`src/rtl/hdlc_rx_pkg.sv`:
```
package hdlc_rx_pkg;

  typedef enum logic [1:0] {
    FS_GOOD  = 2'd0,
    FS_BAD   = 2'd1,
    FS_ABORT = 2'd2
  } frm_status_e;

  localparam int          CRC_W            = 16;
  localparam int          FCS_OCTETS       = CRC_W / 8;
  localparam logic [15:0] CRC_PRESET       = 16'hFFFF;
  localparam logic [15:0] CRC_GOOD_RESIDUE = 16'hF0B8;
  localparam logic [15:0] CRC_POLY_REFL    = 16'h8408;

  // Reflected CRC-CCITT over one byte, least significant bit first.
  function automatic logic [15:0] crc_step_byte(input logic [15:0] c, input logic [7:0] d);
    logic [15:0] r;
    r = c;
    for (int i = 0; i < 8; i++) begin
      if (r[0] ^ d[i]) r = (r >> 1) ^ CRC_POLY_REFL;
      else             r = r >> 1;
    end
    return r;
  endfunction

endpackage

```
`src/rtl/hdlc_rx_linecode.sv`:
```
// Line decoder: run-of-ones tracking, flag / abort detection, zero deletion,
// flag-sync (hunt) state. All outputs are registered pulses.
module hdlc_rx_linecode #(
  parameter int FLAG_RUN = 6
) (
  input  logic clk,
  input  logic rst,
  input  logic rx_en,
  input  logic bit_en,
  input  logic rx_bit,
  input  logic enter_hunt,
  output logic hunt,
  output logic bit_vld,
  output logic bit_val,
  output logic open_ev,
  output logic close_ev,
  output logic drop_ev
);

  localparam int ABORT_RUN = FLAG_RUN + 1;
  localparam int STUFF_RUN = FLAG_RUN - 1;
  localparam int RUN_W     = $clog2(ABORT_RUN + 1);
  localparam logic [RUN_W-1:0] RUN_FLAG  = RUN_W'(FLAG_RUN);
  localparam logic [RUN_W-1:0] RUN_STUFF = RUN_W'(STUFF_RUN);
  localparam logic [RUN_W-1:0] RUN_MAX   = RUN_W'(ABORT_RUN);

  logic [RUN_W-1:0] run_q;

  always_ff @(posedge clk) begin
    bit_vld  <= 1'b0;
    open_ev  <= 1'b0;
    close_ev <= 1'b0;
    drop_ev  <= 1'b0;
    if (rst || !rx_en) begin
      run_q   <= '0;
      hunt    <= 1'b1;
      bit_val <= 1'b0;
    end else begin
      if (bit_en) begin
        if (rx_bit) begin
          if (run_q != RUN_MAX) run_q <= run_q + 1'b1;
        end else begin
          run_q <= '0;
        end
      end
      if (enter_hunt) begin
        drop_ev <= !hunt;
        hunt    <= 1'b1;
      end else if (bit_en) begin
        if (rx_bit) begin
          if (run_q == RUN_FLAG) begin
            drop_ev <= !hunt;
            hunt    <= 1'b1;
          end else if (!hunt) begin
            bit_vld <= 1'b1;
            bit_val <= 1'b1;
          end
        end else begin
          if (run_q == RUN_FLAG) begin
            if (hunt) begin
              open_ev <= 1'b1;
              hunt    <= 1'b0;
            end else begin
              close_ev <= 1'b1;
            end
          end else if (run_q != RUN_STUFF && !hunt) begin
            bit_vld <= 1'b1;
            bit_val <= 1'b0;
          end
        end
      end
    end
  end

  a_r1_single_event: assert property (@(posedge clk) disable iff (rst)
    $onehot0({bit_vld, open_ev, close_ev, drop_ev}));

  a_r1_open_syncs: assert property (@(posedge clk) disable iff (rst)
    open_ev |-> !hunt);

  a_r2_no_data_in_hunt: assert property (@(posedge clk) disable iff (rst)
    bit_vld |-> !hunt);

  a_r10_drop_hunts: assert property (@(posedge clk) disable iff (rst)
    drop_ev |-> hunt);

  a_r11_cmd_hunts: assert property (@(posedge clk) disable iff (rst)
    (enter_hunt && rx_en) |=> hunt);

  a_r12_off_idle: assert property (@(posedge clk) disable iff (rst)
    !rx_en |=> (hunt && !bit_vld && !open_ev && !close_ev));

endmodule

```
`src/rtl/hdlc_rx_fcs.sv`:
```
// Byte-wise CRC-CCITT accumulator with good-residue compare.
module hdlc_rx_fcs
  import hdlc_rx_pkg::*;
(
  input  logic       clk,
  input  logic       rst,
  input  logic       clr,
  input  logic       upd,
  input  logic [7:0] data,
  output logic       crc_ok
);

  logic [CRC_W-1:0] crc_q;

  always_ff @(posedge clk) begin
    if (rst || clr)  crc_q <= CRC_PRESET;
    else if (upd)    crc_q <= crc_step_byte(crc_q, data);
  end

  assign crc_ok = (crc_q == CRC_GOOD_RESIDUE);

endmodule

```
`src/rtl/hdlc_rx_assembler.sv`:
```
// Byte packing, check-octet holding line, frame markers and frame status.
module hdlc_rx_assembler
  import hdlc_rx_pkg::*;
#(
  parameter int FCS_BYTES = 2
) (
  input  logic       clk,
  input  logic       rst,
  input  logic       clr,
  input  logic       bit_vld,
  input  logic       bit_val,
  input  logic       open_ev,
  input  logic       close_ev,
  input  logic       drop_ev,
  input  logic       crc_ok,
  output logic       push,
  output logic [7:0] push_byte,
  output logic       byte_valid,
  output logic [7:0] byte_data,
  output logic       byte_first,
  output logic       byte_last,
  output logic       frame_done,
  output logic [1:0] frame_status
);

  localparam int HOLD      = FCS_BYTES + 1;
  localparam int MIN_BYTES = FCS_BYTES + 2;
  localparam int CNT_W     = $clog2(MIN_BYTES + 1);
  localparam int HC_W      = $clog2(HOLD + 1);
  localparam int HI_W      = (HOLD > 1) ? $clog2(HOLD) : 1;
  localparam logic [CNT_W-1:0] CNT_MIN  = CNT_W'(MIN_BYTES);
  localparam logic [HC_W-1:0]  HC_FULL  = HC_W'(HOLD);

  logic [6:0]       sh;
  logic [2:0]       bcnt;
  logic [CNT_W-1:0] nbytes;
  logic [HC_W-1:0]  hcnt;
  logic [7:0]       hold [HOLD];
  logic             first_pend;
  logic             frame_edge;

  assign push       = bit_vld && (bcnt == 3'd7);
  assign push_byte  = {bit_val, sh};
  assign frame_edge = close_ev || drop_ev || open_ev;

  always_ff @(posedge clk) begin
    byte_valid <= 1'b0;
    byte_first <= 1'b0;
    byte_last  <= 1'b0;
    frame_done <= 1'b0;
    if (rst || clr) begin
      sh           <= '0;
      bcnt         <= '0;
      nbytes       <= '0;
      hcnt         <= '0;
      first_pend   <= 1'b1;
      byte_data    <= '0;
      frame_status <= FS_GOOD;
    end else if (frame_edge) begin
      if (nbytes != '0) begin
        frame_done <= 1'b1;
        if (drop_ev)
          frame_status <= FS_ABORT;
        else if (nbytes == CNT_MIN && bcnt == 3'd7 && crc_ok)
          frame_status <= FS_GOOD;
        else
          frame_status <= FS_BAD;
      end
      if (close_ev && hcnt == HC_FULL) begin
        byte_valid <= 1'b1;
        byte_data  <= hold[0];
        byte_first <= first_pend;
        byte_last  <= 1'b1;
      end
      bcnt       <= '0;
      nbytes     <= '0;
      hcnt       <= '0;
      first_pend <= 1'b1;
    end else if (bit_vld) begin
      sh   <= push_byte[7:1];
      bcnt <= bcnt + 3'd1;
      if (push) begin
        if (nbytes != CNT_MIN) nbytes <= nbytes + 1'b1;
        if (hcnt == HC_FULL) begin
          byte_valid <= 1'b1;
          byte_data  <= hold[0];
          byte_first <= first_pend;
          first_pend <= 1'b0;
          for (int i = 0; i < HOLD - 1; i++) hold[i] <= hold[i+1];
          hold[HOLD-1] <= push_byte;
        end else begin
          hold[hcnt[HI_W-1:0]] <= push_byte;
          hcnt <= hcnt + 1'b1;
        end
      end
    end
  end

  a_r4_last_has_valid: assert property (@(posedge clk) disable iff (rst)
    byte_last |-> byte_valid);

  a_r4_first_has_valid: assert property (@(posedge clk) disable iff (rst)
    byte_first |-> byte_valid);

  a_r5_status_legal: assert property (@(posedge clk) disable iff (rst)
    frame_done |-> (frame_status != 2'd3));

  a_r6_done_follows_edge: assert property (@(posedge clk) disable iff (rst)
    frame_done |-> $past(frame_edge));

  a_r10_abort_no_bytes: assert property (@(posedge clk) disable iff (rst)
    (frame_done && frame_status == FS_ABORT) |-> !byte_valid);

endmodule

```
`src/rtl/hdlc_rx_deframer.sv`:
```
module hdlc_rx_deframer
  import hdlc_rx_pkg::*;
#(
  parameter int FLAG_RUN = 6
) (
  input  logic       clk,
  input  logic       rst,
  input  logic       rx_en,
  input  logic       bit_en,
  input  logic       rx_bit,
  input  logic       enter_hunt,
  output logic       hunt,
  output logic       byte_valid,
  output logic [7:0] byte_data,
  output logic       byte_first,
  output logic       byte_last,
  output logic       frame_done,
  output logic [1:0] frame_status
);

  localparam int FCS_BYTES = FCS_OCTETS;

  logic       lc_bit_vld, lc_bit_val, lc_open, lc_close, lc_drop;
  logic       as_push;
  logic [7:0] as_push_byte;
  logic       fcs_ok;
  logic       fcs_clr;

  hdlc_rx_linecode #(.FLAG_RUN(FLAG_RUN)) u_linecode (
    .clk        (clk),
    .rst        (rst),
    .rx_en      (rx_en),
    .bit_en     (bit_en),
    .rx_bit     (rx_bit),
    .enter_hunt (enter_hunt),
    .hunt       (hunt),
    .bit_vld    (lc_bit_vld),
    .bit_val    (lc_bit_val),
    .open_ev    (lc_open),
    .close_ev   (lc_close),
    .drop_ev    (lc_drop)
  );

  assign fcs_clr = lc_open || lc_close || lc_drop || !rx_en;

  hdlc_rx_fcs u_fcs (
    .clk    (clk),
    .rst    (rst),
    .clr    (fcs_clr),
    .upd    (as_push),
    .data   (as_push_byte),
    .crc_ok (fcs_ok)
  );

  hdlc_rx_assembler #(.FCS_BYTES(FCS_BYTES)) u_assembler (
    .clk          (clk),
    .rst          (rst),
    .clr          (!rx_en),
    .bit_vld      (lc_bit_vld),
    .bit_val      (lc_bit_val),
    .open_ev      (lc_open),
    .close_ev     (lc_close),
    .drop_ev      (lc_drop),
    .crc_ok       (fcs_ok),
    .push         (as_push),
    .push_byte    (as_push_byte),
    .byte_valid   (byte_valid),
    .byte_data    (byte_data),
    .byte_first   (byte_first),
    .byte_last    (byte_last),
    .frame_done   (frame_done),
    .frame_status (frame_status)
  );

endmodule

```
`config.mk`:
```
export PLATFORM = sky130hd
export DESIGN_NAME = hdlc_rx_deframer
export DESIGN_NICKNAME = d
export VERILOG_FILES = /design/src/rtl/hdlc_rx_pkg.sv /design/src/rtl/hdlc_rx_linecode.sv /design/src/rtl/hdlc_rx_fcs.sv /design/src/rtl/hdlc_rx_assembler.sv /design/src/rtl/hdlc_rx_deframer.sv
export SDC_FILE = /design/constraint.sdc
export NUM_CORES = 1
export LEC_CHECK = 0
export BUFFER_PORTS_ARGS = -buffer_cell sky130_fd_sc_hd__buf_2
export CAP_MARGIN = 20
export CORE_AREA = 8 8 100 102
export CTS_CLUSTER_SIZE = 16
export DETAILED_ROUTE_END_ITERATION = 10
export DIE_AREA = 0 0 108 110
export PLACE_DENSITY = 0.71
export SYNTH_ARGS = -nofsm -noshare
export SYNTH_HDL_FRONTEND = slang
export SYNTH_HIERARCHICAL = 1
export SYNTH_SLANG_ARGS = --single-unit
```
`constraint.sdc`:
```
create_clock -name clk -period 5.53 [get_ports clk]
set_input_delay 1.659 -clock clk [delete_from_list [all_inputs] [get_ports clk]]
set_output_delay 1.659 -clock clk [all_outputs]
set_load 0.01 [all_outputs]
```
# ---- After elaboration in Yosys (flattened, before gate mapping)
# Memory sizes are Yosys's and may differ from the RTL's.
# Cells that the tools add are included.
dict set report op_classes {
  n_mux 72
  n_eq_ne 11
  n_addsub 4
  reduce_logical 34
  bitwise_logic 21
}
# operator count
set ops {}
lappend ops {{two-way mux 16 bit} 22}
lappend ops {{two-way mux 8 bit} 6}
lappend ops {{two-way mux 1 bit} 40}
lappend ops {{NOT 2 -> 3 bit} 8}
lappend ops {{equality test 16 bit, second input constant} 1}
lappend ops {{adder 3 x 1 -> 3 bit, second input constant} 3}
lappend ops {{equality test 3 bit, second input constant} 3}
lappend ops {{!= test 3 bit, second input constant} 3}
lappend ops {{AND reduction 3 bit} 3}
lappend ops {{AND reduction 2 bit} 4}
lappend ops {{nonzero test 2 bit} 4}
lappend ops {{OR reduction 8 bit} 1}
lappend ops {{bitwise XOR 1 bit} 8}
lappend ops {{logical OR 1 bit} 7}
lappend ops {{two-way mux 3 bit} 2}
lappend ops {{OR reduction 2 bit} 3}
lappend ops {{logical AND 1 bit} 5}
lappend ops {{NOT 1 bit} 5}
lappend ops {{AND reduction 5 bit} 1}
lappend ops {{OR reduction 5 bit} 1}
lappend ops {{two-way mux 2 bit} 2}
lappend ops {{!= test 2 bit, second input constant} 2}
lappend ops {{AND reduction 4 bit} 1}
lappend ops {{nonzero test 3 bit} 1}
lappend ops {{5 further kinds} 6}
dict set report totals {
  wordCells 162
  ramBits 24
  mem_count 1
  inputBits 6
  reg_bits 55
  output_inout_bits 15
}
# name depth width rd rd_clocked_by_memory_dff wr line
set mem_list {}
lappend mem_list {u_assembler.hold 3 8 3 0 3 hdlc_rx_assembler.sv:38} ;# logic [7:0] hold [HOLD];

# ---- Longest topological paths before layout
dict set report logic_depth {
  ltp_word 31
  mapped_depth 8
  mapped_depth_nobuf 7
}

# ---- Cells and area by module
# Netlist, hierarchy kept.
# module cells_per_inst n_inst area_per_inst_um2 seq_area_each_um2
set by_module_without_submodules {}
lappend by_module_without_submodules {hdlc_rx_assembler 182 1 2280.9 1321.3}
lappend by_module_without_submodules {hdlc_rx_fcs 88 1 963.4 320.3}
lappend by_module_without_submodules {hdlc_rx_linecode 49 1 457.9 180.2}
lappend by_module_without_submodules {hdlc_rx_deframer 2 1 13.8 0.0}

# ---- Worst setup path before layout
# Ideal clock, no wire load.
dict set report synth_timing {
  kind {input port to flip-flop}
  start {input port rx_en}
  end {memory u_assembler.hold[0][0] (enable)}
  path_stages 5
  setup_ps 383
  slack_ps 2144
  t_required_ps 5147
  n_path_buf 1
  arrival_time_ps 3002
  path_cell_list {inv_1 nor2_1 nand2_1 buf_2 nor3_1}
}
# item line
set synth_lines {}
lappend synth_lines {{start: declaration} hdlc_rx_deframer.sv:8} ;# input logic rx_en,
lappend synth_lines {{end: declaration} hdlc_rx_assembler.sv:38}

==> run metrics <==
result of the run=finished, final reports clean; first-pass GRT wire length=10.9 mm; Final Max Tran Viols=0; biggest area consumer among synthesized cells=sky130_fd_sc_hd__dfxtp_1; Final setup violation count=0; post-route insts no fill=453; number of placement rows=34; sum of overflow across all layers after global routing=0; EDFF count, synth=24; Net Count, Synth=339; fraction of the mapped netlist area in simple logic gates=15.6%; number of warnings reported in the yosys synthesis log=6; share of the clock period used by the worst path=62.7%; Slew Limit Headroom=31.7%; final hold violation count=0; top-level I/O count=21; required time worst endpoint=5.50 ns; multiplexer area fraction after synthesis=9.73%; Avg Cell Area, Syn=11.6 um^2; classification of the worst setup path=primary input to flip-flop; clock edge transition at the registers on the reported setup and hold paths=0.09 ns; initial antenna violation count=0; worst vdd ir=0.148 mV; gate family responsible for the most delay along the worst path=simple AND/OR/NAND/NOR gates; worst-path cell chain=buf_2, inv_1, nor2_1, buf_4, nand2_1, nor3_1; crit path DAT=3.44 ns; total instance count after detailed placement=437; Synth top cells by count=sky130_fd_sc_hd__dfxtp_1, sky130_fd_sc_hd__nand2_1, sky130_fd_sc_hd__edfxtp_1; total number of vias=2356; clock buffers created by TritonCTS=9; number of fill cells in the layout=750; worst hold margin=0.454 ns; hold buffer count at cts=0; post-route minimum period=3.47 ns; number of detailed-route iterations in the first pass=4; TritonCTS clock tree=done; count of distinct cell types in the synthesized netlist=57; count of antenna diodes in the layout=0; setup TNS=0 ns; buffering stage count on the worst path with inverters included=3; setup slack after placement=1.69 ns; leakage power summed over all cells=1.56 nW; Post-layout nets=358; ys async rst share=0%; Skew-Pair Late Insertion Delay=0.35 ns; type of the most critical hold path=flip-flop to flip-flop; compound-gate portion of the synthesized area=7.47%; final RePlAce weighted congestion=0.750; post-synthesis xor/xnor area fraction=11.0%; number of storage elements in the synthesis netlist=79; transition time at the pin with the least slew margin=1.02 ns; average detailed-routed wire length per instance=14.2 um; area share of fa/ha/maj cells after synthesis=4.04%; First DRT Iteration DRCs=84; combinational family with the most area after synthesis=simple AND/OR/NAND/NOR gates; top-count cell post-synth=sky130_fd_sc_hd__dfxtp_1; detail-routed via count per cell=5.20; starting utilization of the core area=43.9%; die boundary height=110 um; post-synthesis sequential area ratio=49.0%; detailed placement HPWL=4.64 mm; crit path setup slack, layout=2.06 ns; most used flip-flop cell after synthesis=sky130_fd_sc_hd__dfxtp_1; Post-Syn Area=0.00372 mm^2; clock tree root driver cell=sky130_fd_sc_hd__clkbuf_8; element type at the critical path start=primary input; overall fraction of global-route tracks in use=11.7%; residual DRC count=0; I/O Buffers=20; slowest cell on the critical path=sky130_fd_sc_hd__nor3_1; ranking of synthesized cells by area=sky130_fd_sc_hd__dfxtp_1, sky130_fd_sc_hd__edfxtp_1, sky130_fd_sc_hd__xnor3_1, sky130_fd_sc_hd__mux2i_1, sky130_fd_sc_hd__ha_1; Worst Clk Skew=0.00991 ns; P&R area growth vs syn=9.56%; number of instances in the synthesized netlist=321; Worst path max stage delay=0.91 ns; area inside the core boundary=0.00847 mm^2; maximum net fanout on the critical path=22; horizontal die dimension=108 um; critical path capture point type=flip-flop; count of instances resized after the clock tree is built=0; peak clock frequency supported by timing=0.289 GHz; maximum number of pins on one net before global-route repair=25; antenna-violating nets left=0; post-detailed-routing wire length=6.44 mm; Post-CTS Setup Bufs=0; unrepaired setup endpoints after global routing=false; max-cap viol count=0; pwr/cell area=246 mW/mm^2; share of Yosys cell area claimed by the top area cell type=29.6%; die outline area=0.0119 mm^2; clock tree buffer depth=2; share of final-layout standard cells stronger than drive strength 1=20.6%; total number of H-tree levels=3; number of clock sinks seen by CTS=79; vias in the first global route=2292
[flip-flops by register name, summed over array words and instances, names as in the netlist, 2 cells and up]
| name | count |
|---|---|
| u_fcs/crc_q | 16 |
| u_assembler/byte_data | 8 |
| u_assembler/hold | 24 |
| u_assembler/sh | 7 |
| u_assembler/hcnt | 2 |
| u_assembler/bcnt | 3 |
| u_linecode/run_q | 3 |
| u_assembler/frame_status | 2 |
| u_assembler/nbytes | 3 |
[routing by layer]
metal	GRT usage, %	part of all wire (%)
met4	5.05	1.7
met5	0	0
met3	3.37	5.2
met1	14.5	48
met2	18.5	45
[through the flow]
step,power (mW),util [%],instance area [um^2]
floorplan,0.619,-,3720
global placement,0.625,46.0,3890
detailed placement,0.625,46.0,3890
CTS,1.02,48.1,4070
global route,1.04,48.1,4070
finish,1.00,48.1,4070
[layout by cell type (no fill, tap or decap), types with 2 or more instances in the layout]
| master | netlist | routed |
|---|---|---|
| sky130_fd_sc_hd__nor4_1 | 3 | 3 |
| sky130_fd_sc_hd__xnor3_1 | 8 | 8 |
| sky130_fd_sc_hd__nor3_1 | 8 | 8 |
| sky130_fd_sc_hd__mux2_4 | 3 | 3 |
| sky130_fd_sc_hd__dfxtp_1 | 55 | 55 |
| sky130_fd_sc_hd__edfxtp_1 | 24 | 24 |
| sky130_fd_sc_hd__mux2_2 | 13 | 13 |
| sky130_fd_sc_hd__ha_1 | 12 | 12 |
| sky130_fd_sc_hd__o21ai_0 | 9 | 9 |
| sky130_fd_sc_hd__nor2_1 | 20 | 20 |
| sky130_fd_sc_hd__buf_2 | 4 | 20 |
| sky130_fd_sc_hd__inv_6 | 0 | 3 |
| sky130_fd_sc_hd__and2_1 | 2 | 2 |
| sky130_fd_sc_hd__xnor2_2 | 4 | 4 |
| sky130_fd_sc_hd__xnor2_1 | 11 | 11 |
| sky130_fd_sc_hd__or3_1 | 2 | 2 |
| sky130_fd_sc_hd__xor2_1 | 3 | 3 |
| sky130_fd_sc_hd__inv_1 | 12 | 12 |
| sky130_fd_sc_hd__nand2_1 | 35 | 35 |
| sky130_fd_sc_hd__a21oi_1 | 11 | 11 |
| sky130_fd_sc_hd__nand2b_1 | 2 | 2 |
| sky130_fd_sc_hd__clkinvlp_4 | 0 | 2 |
| sky130_fd_sc_hd__nand3_1 | 2 | 2 |
| sky130_fd_sc_hd__mux2i_1 | 17 | 17 |
| sky130_fd_sc_hd__a31oi_1 | 3 | 3 |
| sky130_fd_sc_hd__clkbuf_8 | 0 | 9 |
| sky130_fd_sc_hd__nand4_4 | 2 | 2 |
| sky130_fd_sc_hd__nor4bb_1 | 3 | 3 |
| sky130_fd_sc_hd__and3_1 | 3 | 3 |
| sky130_fd_sc_hd__o211ai_1 | 11 | 11 |
| sky130_fd_sc_hd__a21o_1 | 3 | 3 |
[cell families after synthesis]
kind of cell    count (synthesis)
simple gates                  101
flops                          79
compound gates                 43
mux                            33
xor+xnor                       28
buf+inv                        25
fa+ha+maj                      12
[power breakdown]
group / leakage, nW / switching, mW / internal (mW)
clock: 0.0866 / 0.223 / 0.167
sequential: 0.655 / 0.000389 / 0.593
combinational: 0.817 / 0.0135 / 0.00556
[final timing paths]
check / end / slack [ns] / startpoint / cells after the start
setup / recovery: u_assembler/hold[1][0] / 2.06 / rx_en / 6
hold / removal: u_assembler/first_pend / 0.45 / u_assembler/first_pend / 1
setup reg to reg: u_assembler/hold[1][0] / 3.06 / u_linecode/close_ev / 3
hold reg to reg: u_assembler/first_pend / 0.45 / u_assembler/first_pend / 1
[area by class of cell]
type	count	area, um^2	area share, %
multi-input combinational	217	1780	43.8
clock inverter	7	55.1	1.35
sequential	79	1820	44.7
clock buffer	9	124	3.04
tap	108	135	3.32
timing repair buffer	21	108	2.64
inverter	12	45.0	1.11
No activity file was read; power rests on OpenSTA's default activity.
